## src/rtl/uart_wm_pkg.sv

```systemverilog
package uart_wm_pkg;
  typedef enum logic {
    BUF_TX = 1'b0,
    BUF_RX = 1'b1
  } buf_id_e;
  localparam int unsigned NUM_BUF = 2;
endpackage

```

## src/rtl/uart_wm_occ.sv

```systemverilog
module uart_wm_occ #(
  parameter int unsigned DEPTH = 8,
  parameter int unsigned CNT_W = $clog2(DEPTH + 1)
) (
  input  logic             clk_i,
  input  logic             rst_ni,
  input  logic             push_i,
  input  logic             pop_i,
  output logic [CNT_W-1:0] cnt_o,
  output logic             empty_o,
  output logic             full_o,
  output logic             push_drop_o
);
  localparam logic [CNT_W-1:0] CNT_MAX = CNT_W'(DEPTH);

  logic [CNT_W-1:0] cnt_q;
  logic push_ok, pop_ok;

  assign full_o      = (cnt_q == CNT_MAX);
  assign empty_o     = (cnt_q == '0);
  assign push_ok     = push_i && !full_o;
  assign pop_ok      = pop_i && !empty_o;
  assign push_drop_o = push_i && full_o;
  assign cnt_o       = cnt_q;

  always_ff @(posedge clk_i or negedge rst_ni) begin
    if (!rst_ni) begin
      cnt_q <= '0;
    end else if (push_ok && !pop_ok) begin
      cnt_q <= cnt_q + 1'b1;
    end else if (pop_ok && !push_ok) begin
      cnt_q <= cnt_q - 1'b1;
    end
  end

  a_r2_cnt_bound: assert property (@(posedge clk_i) disable iff (!rst_ni)
    cnt_q <= CNT_MAX);
  a_r2_both_hold: assert property (@(posedge clk_i) disable iff (!rst_ni)
    (push_i && pop_i && !full_o && !empty_o) |=> $stable(cnt_q));
  a_r6_full_push_hold: assert property (@(posedge clk_i) disable iff (!rst_ni)
    (full_o && push_i && !pop_i) |=> (cnt_q == CNT_MAX));
  a_r8_empty_pop_hold: assert property (@(posedge clk_i) disable iff (!rst_ni)
    (empty_o && pop_i && !push_i) |=> (cnt_q == '0));
endmodule

```

## src/rtl/uart_wm_cfg.sv

```systemverilog
module uart_wm_cfg #(
  parameter int unsigned SEL_W = 3
) (
  input  logic             clk_i,
  input  logic             rst_ni,
  input  logic             cfg_we_i,
  input  logic [SEL_W-1:0] tx_sel_i,
  input  logic [SEL_W-1:0] rx_sel_i,
  input  logic             werr_set_i,
  input  logic             werr_clr_i,
  output logic [SEL_W-1:0] tx_sel_o,
  output logic [SEL_W-1:0] rx_sel_o,
  output logic             werr_o
);
  logic [SEL_W-1:0] tx_sel_q, rx_sel_q;
  logic werr_q;

  always_ff @(posedge clk_i or negedge rst_ni) begin
    if (!rst_ni) begin
      tx_sel_q <= '0;
      rx_sel_q <= '0;
    end else if (cfg_we_i) begin
      tx_sel_q <= tx_sel_i;
      rx_sel_q <= rx_sel_i;
    end
  end

  // a new overflow wins over a clear in the same cycle
  always_ff @(posedge clk_i or negedge rst_ni) begin
    if (!rst_ni)         werr_q <= 1'b0;
    else if (werr_set_i) werr_q <= 1'b1;
    else if (werr_clr_i) werr_q <= 1'b0;
  end

  assign tx_sel_o = tx_sel_q;
  assign rx_sel_o = rx_sel_q;
  assign werr_o   = werr_q;

  a_r9_sel_hold: assert property (@(posedge clk_i) disable iff (!rst_ni)
    !cfg_we_i |=> ($stable(tx_sel_q) && $stable(rx_sel_q)));
  a_r6_werr_set: assert property (@(posedge clk_i) disable iff (!rst_ni)
    werr_set_i |=> werr_q);
  a_r7_werr_sticky: assert property (@(posedge clk_i) disable iff (!rst_ni)
    (werr_q && !werr_clr_i) |=> werr_q);
endmodule

```

## src/rtl/uart_wm_irq_ctrl.sv

```systemverilog
module uart_wm_irq_ctrl #(
  parameter int unsigned DEPTH = 8,
  parameter int unsigned SEL_W = $clog2(DEPTH)
) (
  input  logic             clk_i,
  input  logic             rst_ni,
  input  logic             cfg_we_i,
  input  logic [SEL_W-1:0] cfg_tx_sel_i,
  input  logic [SEL_W-1:0] cfg_rx_sel_i,
  input  logic             werr_clr_i,
  input  logic             tx_push_i,
  input  logic             tx_pop_i,
  input  logic             rx_push_i,
  input  logic             rx_pop_i,
  input  logic             par_err_i,
  input  logic             par_ie_i,
  input  logic             frm_err_i,
  input  logic             frm_ie_i,
  output logic             tx_empty_o,
  output logic             tx_full_o,
  output logic             rx_empty_o,
  output logic             rx_full_o,
  output logic             tx_werr_o,
  output logic             tx_irq_o,
  output logic             rx_irq_o
);
  import uart_wm_pkg::*;

  localparam int unsigned CNT_W = $clog2(DEPTH + 1);

  logic [NUM_BUF-1:0] push, pop, empty, full, drop;
  logic [CNT_W-1:0]   cnt [NUM_BUF];
  logic [SEL_W-1:0]   tx_sel, rx_sel;
  logic               rx_mask;

  assign push[BUF_TX] = tx_push_i;
  assign pop[BUF_TX]  = tx_pop_i;
  assign push[BUF_RX] = rx_push_i;
  assign pop[BUF_RX]  = rx_pop_i;

  for (genvar b = 0; b < NUM_BUF; b++) begin : g_buf
    uart_wm_occ #(.DEPTH(DEPTH), .CNT_W(CNT_W)) u_occ (
      .clk_i       (clk_i),
      .rst_ni      (rst_ni),
      .push_i      (push[b]),
      .pop_i       (pop[b]),
      .cnt_o       (cnt[b]),
      .empty_o     (empty[b]),
      .full_o      (full[b]),
      .push_drop_o (drop[b])
    );
  end

  uart_wm_cfg #(.SEL_W(SEL_W)) u_cfg (
    .clk_i      (clk_i),
    .rst_ni     (rst_ni),
    .cfg_we_i   (cfg_we_i),
    .tx_sel_i   (cfg_tx_sel_i),
    .rx_sel_i   (cfg_rx_sel_i),
    .werr_set_i (drop[BUF_TX]),
    .werr_clr_i (werr_clr_i),
    .tx_sel_o   (tx_sel),
    .rx_sel_o   (rx_sel),
    .werr_o     (tx_werr_o)
  );

  // free slots >= DEPTH-sel  <=>  count <= sel
  // words >= sel+1           <=>  count >  sel
  assign rx_mask  = (par_err_i && par_ie_i) || (frm_err_i && frm_ie_i);
  assign tx_irq_o = (cnt[BUF_TX] <= CNT_W'(tx_sel));
  assign rx_irq_o = (cnt[BUF_RX] > CNT_W'(rx_sel)) && !rx_mask;

  assign tx_empty_o = empty[BUF_TX];
  assign tx_full_o  = full[BUF_TX];
  assign rx_empty_o = empty[BUF_RX];
  assign rx_full_o  = full[BUF_RX];

  a_r5_rx_masked: assert property (@(posedge clk_i) disable iff (!rst_ni)
    ((par_err_i && par_ie_i) || (frm_err_i && frm_ie_i)) |-> !rx_irq_o);
  a_r4_rx_empty_quiet: assert property (@(posedge clk_i) disable iff (!rst_ni)
    rx_empty_o |-> !rx_irq_o);
  a_r3_tx_full_quiet: assert property (@(posedge clk_i) disable iff (!rst_ni)
    tx_full_o |-> !tx_irq_o);
  a_r3_tx_empty_fires: assert property (@(posedge clk_i) disable iff (!rst_ni)
    tx_empty_o |-> tx_irq_o);
endmodule

```

## config.mk

```make
export PLATFORM = sky130hd
export DESIGN_NAME = uart_wm_irq_ctrl
export DESIGN_NICKNAME = d
export VERILOG_FILES = /design/src/rtl/uart_wm_pkg.sv /design/src/rtl/uart_wm_occ.sv /design/src/rtl/uart_wm_cfg.sv /design/src/rtl/uart_wm_irq_ctrl.sv
export SDC_FILE = /design/constraint.sdc
export NUM_CORES = 1
export LEC_CHECK = 0
export ABC_AREA = 0
export BUFFER_PORTS_ARGS = -buffer_cell sky130_fd_sc_hd__buf_2
export CORE_MARGIN = 4
export CORE_UTILIZATION = 40
export CTS_CLUSTER_DIAMETER = 150
export DETAILED_ROUTE_END_ITERATION = 10
export GPL_ROUTABILITY_DRIVEN = 0
export HOLD_SLACK_MARGIN = 0.12
export SYNTH_ARGS = -nofsm -noshare
export SYNTH_HDL_FRONTEND = slang
export SYNTH_SLANG_ARGS = --single-unit
```

## constraint.sdc

```tcl
create_clock -name clk_i -period 2.3 [get_ports clk_i]
set_input_delay 0.115 -clock clk_i [delete_from_list [all_inputs] [get_ports clk_i]]
set_output_delay 0.115 -clock clk_i [all_outputs]
set_load 0.02 [all_outputs]
```

Word-level counts from Yosys, hierarchy flattened:

Index checks and enable logic that the tools add are counted.

* equal/unequal tests: 2
* add/sub/neg operators: 4
* reduce and logical (&&, ||, !) cells: 27
* $lt $le $gt $ge: 2
* muxes and demuxes: 6

Operators by type and width (count)
* two-way mux 4 bit: 4
* logical AND 1 bit: 12
* logical NOT 1 bit: 9
* adder 4 x 1 -> 4 bit, second input constant: 2
* equality test 4 bit, second input constant: 2
* logical NOT 4 bit: 2
* subtractor 4 x 1 -> 4 bit, second input constant: 2
* nonzero test 2 bit: 3
* greater-than comparator 4 x 3 -> 1 bit: 1
* <= comparator 4 x 3 -> 1 bit: 1
* two-way mux 1 bit: 2
* logical OR 1 bit: 1

* output and inout bits: 7
* word-level logic and storage cells: 46
* flip-flop bits (word level): 15

Logic depth before layout (Yosys ltp):

* word-level depth: 7
* gate-level depth with buffers: 9
* depth with buffers taken out: 9

Cells and area by module:

From an unflattened synthesis, not the netlist that was laid out.

* cell total of the unflattened synthesis: 108
* area total of the unflattened synthesis: 1136.1 um^2

By module, submodules not included
* uart_wm_occ: cells each 34, times used 2, area an instance 340.3 um^2
* uart_wm_cfg: cells each 16, times used 1, area an instance 287.8 um^2
* uart_wm_irq_ctrl: cells each 24, times used 1, area an instance 167.7 um^2

Worst setup path after synthesis:

No wires, ideal clock.

* path type: reg2reg
* start point: register g_buf[1].u_occ.cnt_q[0]
* end point: register g_buf[1].u_occ.cnt_q[3]
* path buffers: 0
* arrival time: 2545 ps
* setup slack: -368 ps
* required time: 2177 ps
* setup time: 123 ps
* stages on the path, launching flop included: 10
* cell sequence: dfrtp_1 -> nor4_1 -> nand2b_1 -> ha_1 -> clkinv_1 -> ha_1 -> a21oi_1 -> and3_4 -> o21bai_2 -> xnor2_1

* cells in the longest elaborated chain, start to end: 6

RTL lines
* start, declared: line uart_wm_occ.sv:16 `logic [CNT_W-1:0] cnt_q;`
* start signal, assigned: line uart_wm_occ.sv:30 `cnt_q <= cnt_q + 1'b1;`
* start signal, assigned: line uart_wm_occ.sv:32 `cnt_q <= cnt_q - 1'b1;`
* logical NOT 4 bit (*): line uart_wm_occ.sv:20 `assign empty_o = (cnt_q == '0);`
* via rx_empty_o: line uart_wm_irq_ctrl.sv:21 `output logic rx_empty_o,`
* logical NOT 1 bit (*): line uart_wm_occ.sv:22 `assign pop_ok = pop_i && !empty_o;`
* logical AND 1 bit (*): line uart_wm_occ.sv:22
* logical NOT 1 bit: line uart_wm_occ.sv:29 `end else if (push_ok && !pop_ok) begin`
* logical AND 1 bit: line uart_wm_occ.sv:29
* two-way mux 4 bit / nonzero test 2 bit (equally long branches)

Mark *: on every way through the listed nets, which the timed path passes. The rest lies on a longest branch. The select of a mux whose other input is x is not followed.
A chain may end at the register's enable or synchronous reset.

Final worst setup path:

* start point: register g_buf[0].u_occ.cnt_q[2]
* end point: register g_buf[0].u_occ.cnt_q[3]

* cells in the longest elaborated chain, start to end: 6

RTL lines (line)
* start, declared: uart_wm_occ.sv:16
* start signal, assigned: uart_wm_occ.sv:30
* start signal, assigned: uart_wm_occ.sv:32
* branches (longest 6 deep; another with subtractor 4 x 1 -> 4 bit)

Parallel ways; which one is timed is not known. The select of a mux whose other input is x is not followed.

==> run metrics <==
result of the run=finished, final reports clean; Floorplan Core Area=2280 µm²; number of buffers between clock root and the deepest sink=2; end-of-flow core utilization=60.4%; residual DRC count=0; IO Count=25; most common cell after layout, fill and taps aside=sky130_fd_sc_hd__buf_2; number of standard cells after synthesis=93; Power Dens Cells=1230 nW/µm²; upper clock frequency limit=455 MHz; sort of element at the start of the critical path=register; final critical-path required period=2200 ps; average routed wire per standard cell=12.8 µm; worst flop-to-flop path startpoint=g_buf[0].u_occ.cnt_o[2]$_DFFE_PN0P_; wire length of the first global-routing pass=around 3600 µm; aggregate global-route resource usage=~14%; fraction of synthesized cell area taken by the top area cell type=38.2%; share of synthesized flip-flops with an asynchronous set or reset=100%; Die Outline Area=3320 µm²; remaining global-route overflow=0; TritonCTS clock tree=built; number of antenna violations at the first check in global routing=0; Critical Path Max Stage Delay=490 ps; Setup Total Neg Slack=0 ps; number of hold violations in the final report=0; type of the tightest min-delay check=in2reg; Critical Path Fanout Max=5; total of flip-flops plus latches after synthesis=15; most area-hungry cell type in the Yosys netlist=sky130_fd_sc_hd__dfrtp_1; fill cell count=around 190; total length of routed wires=2090 µm; LEAKAGE=0.638 nW; max-cap viol count=0; pin count of the biggest net entering global routing=16; leading cell types by total area after synthesis=sky130_fd_sc_hd__dfrtp_1, sky130_fd_sc_hd__ha_1, sky130_fd_sc_hd__xnor2_1; count of routing violations after the opening detailed-route iteration=18; total of endpoints with negative setup slack in the final report=0; Vias=790; Slowest-stage cell, CP=sky130_fd_sc_hd__dfrtp_2; crit-path leading delay family=simple AND/OR/NAND/NOR gates; Most used DFF post-synth=sky130_fd_sc_hd__dfrtp_1; IR Drop Worst-Case VDD=0.839 mV; insertion delay to the later sink of the worst-skew pair=290 ps; worst-path cell chain=nor4b_4 > nor2b_1 > ha_1 > inv_1 > ha_4 > a21oi_2 > and3_4 > o21bai_2 > xnor2_1; Crit path arrival time=2360 ps; Detailed Place HPWL=1560 µm; floorplan die width=57.6 µm; CTS H-Tree Depth=1; number of rows created at floorplan=17; Vert. Die Dim=57.6 µm; Crit. End Element=register; number of global-route vias before repair=814; cell chosen for the clock root=sky130_fd_sc_hd__clkbuf_4; Syn-to-layout area delta=39.8%; Syn. warnings=0; Distinct cells, synth=23; part of the cycle the worst path needs=95.6%; number of CTS-inserted buffers=3; Min-Delay Startpoint=cfg_we_i; Max transition margin=about 75%; part of the Yosys area used for sequential elements=38.2%; number of clock sinks seen by CTS=15; start point of the critical path=g_buf[0].u_occ.cnt_o[2]$_DFFE_PN0P_; Via density=4.85; Worst Path Class, Setup=reg2reg; Worst-path clk slew=90 ps; count of input and output buffers=24; number of cells in the finished layout apart from fillers=approximately 160; number of nets in the final layout=about 170; register-to-register path setup slack=about 100 ps; ant diodes=0; critical path required time=2460 ps; EDFF count, synth=0; Layout Skew=9.92 ps; commonest cells after routing, fill and taps aside=sky130_fd_sc_hd__buf_2, sky130_fd_sc_hd__dfrtp_1, sky130_fd_sc_hd__ha_1, sky130_fd_sc_hd__dlygate4sd3_1; router iterations before antenna repair=2; Tightest Pin Transition=373 ps; post-synthesis net count=125; number of max-slew violations in the final report=0; mean instance size in the synthesized netlist=10.6 µm²; number of cells after detailed placement=about 150; number of nets still failing antenna checks after routing=0; post-synthesis cell area=983 µm²; initial cell density of the core=43.2%; total buffers and inverters traversed by the critical path=1; fraction of layout cells with a size suffix above 1=40.0%
cell type report:
cell class | instances | area (µm²) | area share [%]
timing repair buffer | 39 | 255 | 18.6
tap | 28 | 35.0 | 2.55
inverter | 9 | 33.8 | 2.46
clock buffer | 4 | 26.3 | 1.91
sequential | 15 | 379 | 27.6
multi-input combinational | 68 | 646 | 47.0
state kept, by name, summed over array words and instances, names as in the netlist:
signal,count
u_cfg.tx_sel_o,3
u_cfg.werr_o,1
u_cfg.rx_sel_o,3
g_buf.u_occ.cnt_o,8
layer usage:
layer / vias to the layer above / track usage [%] / wire, µm
met5: - / 0 / 0
met4: 0 / 1.99 / 9
met3: 2 / 4.98 / 143
met2: 21 / 22.6 / 936
met1: 360 / 18.9 / 999
li1: 407 / - / -
worst paths after layout:
kind / end / cells after the start
min in group asynchronous: g_buf[1].u_occ.cnt_o[0]$_DFFE_PN0P_ / 2
worst max-delay path: g_buf[0].u_occ.cnt_o[3]$_DFFE_PN0P_ / 9
worst min register to register: u_cfg.rx_sel_o[0]$_DFFE_PN0P_ / 1
worst max register to register: g_buf[0].u_occ.cnt_o[3]$_DFFE_PN0P_ / 9
max in group asynchronous: g_buf[0].u_occ.cnt_o[0]$_DFFE_PN0P_ / 2
worst min-delay path: u_cfg.rx_sel_o[2]$_DFFE_PN0P_ / 2
synthesized netlist by cell type (2+ instances only):
| master | n |
|---|---|
| sky130_fd_sc_hd__dfrtp_1 | 15 |
| sky130_fd_sc_hd__ha_1 | 12 |
| sky130_fd_sc_hd__inv_1 | 8 |
| sky130_fd_sc_hd__nand2_1 | 8 |
| sky130_fd_sc_hd__o21ai_0 | 7 |
| sky130_fd_sc_hd__a21oi_1 | 6 |
| sky130_fd_sc_hd__xnor2_1 | 6 |
| sky130_fd_sc_hd__mux2_2 | 4 |
| sky130_fd_sc_hd__nor2b_1 | 4 |
| sky130_fd_sc_hd__nand2b_1 | 3 |
| sky130_fd_sc_hd__and3_4 | 2 |
| sky130_fd_sc_hd__fa_1 | 2 |
| sky130_fd_sc_hd__nand3_2 | 2 |
| sky130_fd_sc_hd__nor4_1 | 2 |
| sky130_fd_sc_hd__nor4b_2 | 2 |
| sky130_fd_sc_hd__o21ai_1 | 2 |
| sky130_fd_sc_hd__o21bai_2 | 2 |
through the flow:
stage	power [W]	area, µm²	worst slack [ps]	hold WS (ps)
after floorplan	0.00120	1050	15.6	-181
after global placement	0.00142	1220	138	36.5
after detailed placement	0.00145	1220	63.7	43.3
after CTS	0.00163	1340	22.6	133
after global routing	0.00186	1380	-12.4	166
final	0.00170	1380	102	138
report_power, final:
part           leakage [nW]  internal (W)  switching, W  total (W)
clock network        0.0150     0.0000674     0.0000846   0.000152
registers             0.177      0.000363      0.000181   0.000543
logic                 0.446      0.000550      0.000450    0.00100
total                 0.638      0.000980      0.000715    0.00170
repair_timing:
| item | CTS | global route |
|---|---|---|
| setup endpoints to repair | 0 | 2 |
| buffers inserted | 0 | 3 |
| hold buffers | 9 | 0 |
| hold endpoints to repair | 22 | 0 |
| resized for setup | 0 | 4 |
logic make-up (layout without fill, tap and decap cells):
kind of cell	count (synthesis)	after routing	synth area share, %
XOR/XNOR	6	6	5.34
buffers and inverters	10	52	3.94
flip-flops	15	15	38.2
adder cells (fa/ha/maj)	14	14	19.3
AO/OA/AOI/OAI	18	18	10.7
multiplexers	4	4	4.58
AND/OR/NAND/NOR	26	26	17.9
Note: power is estimated with default switching activity, not from simulation.
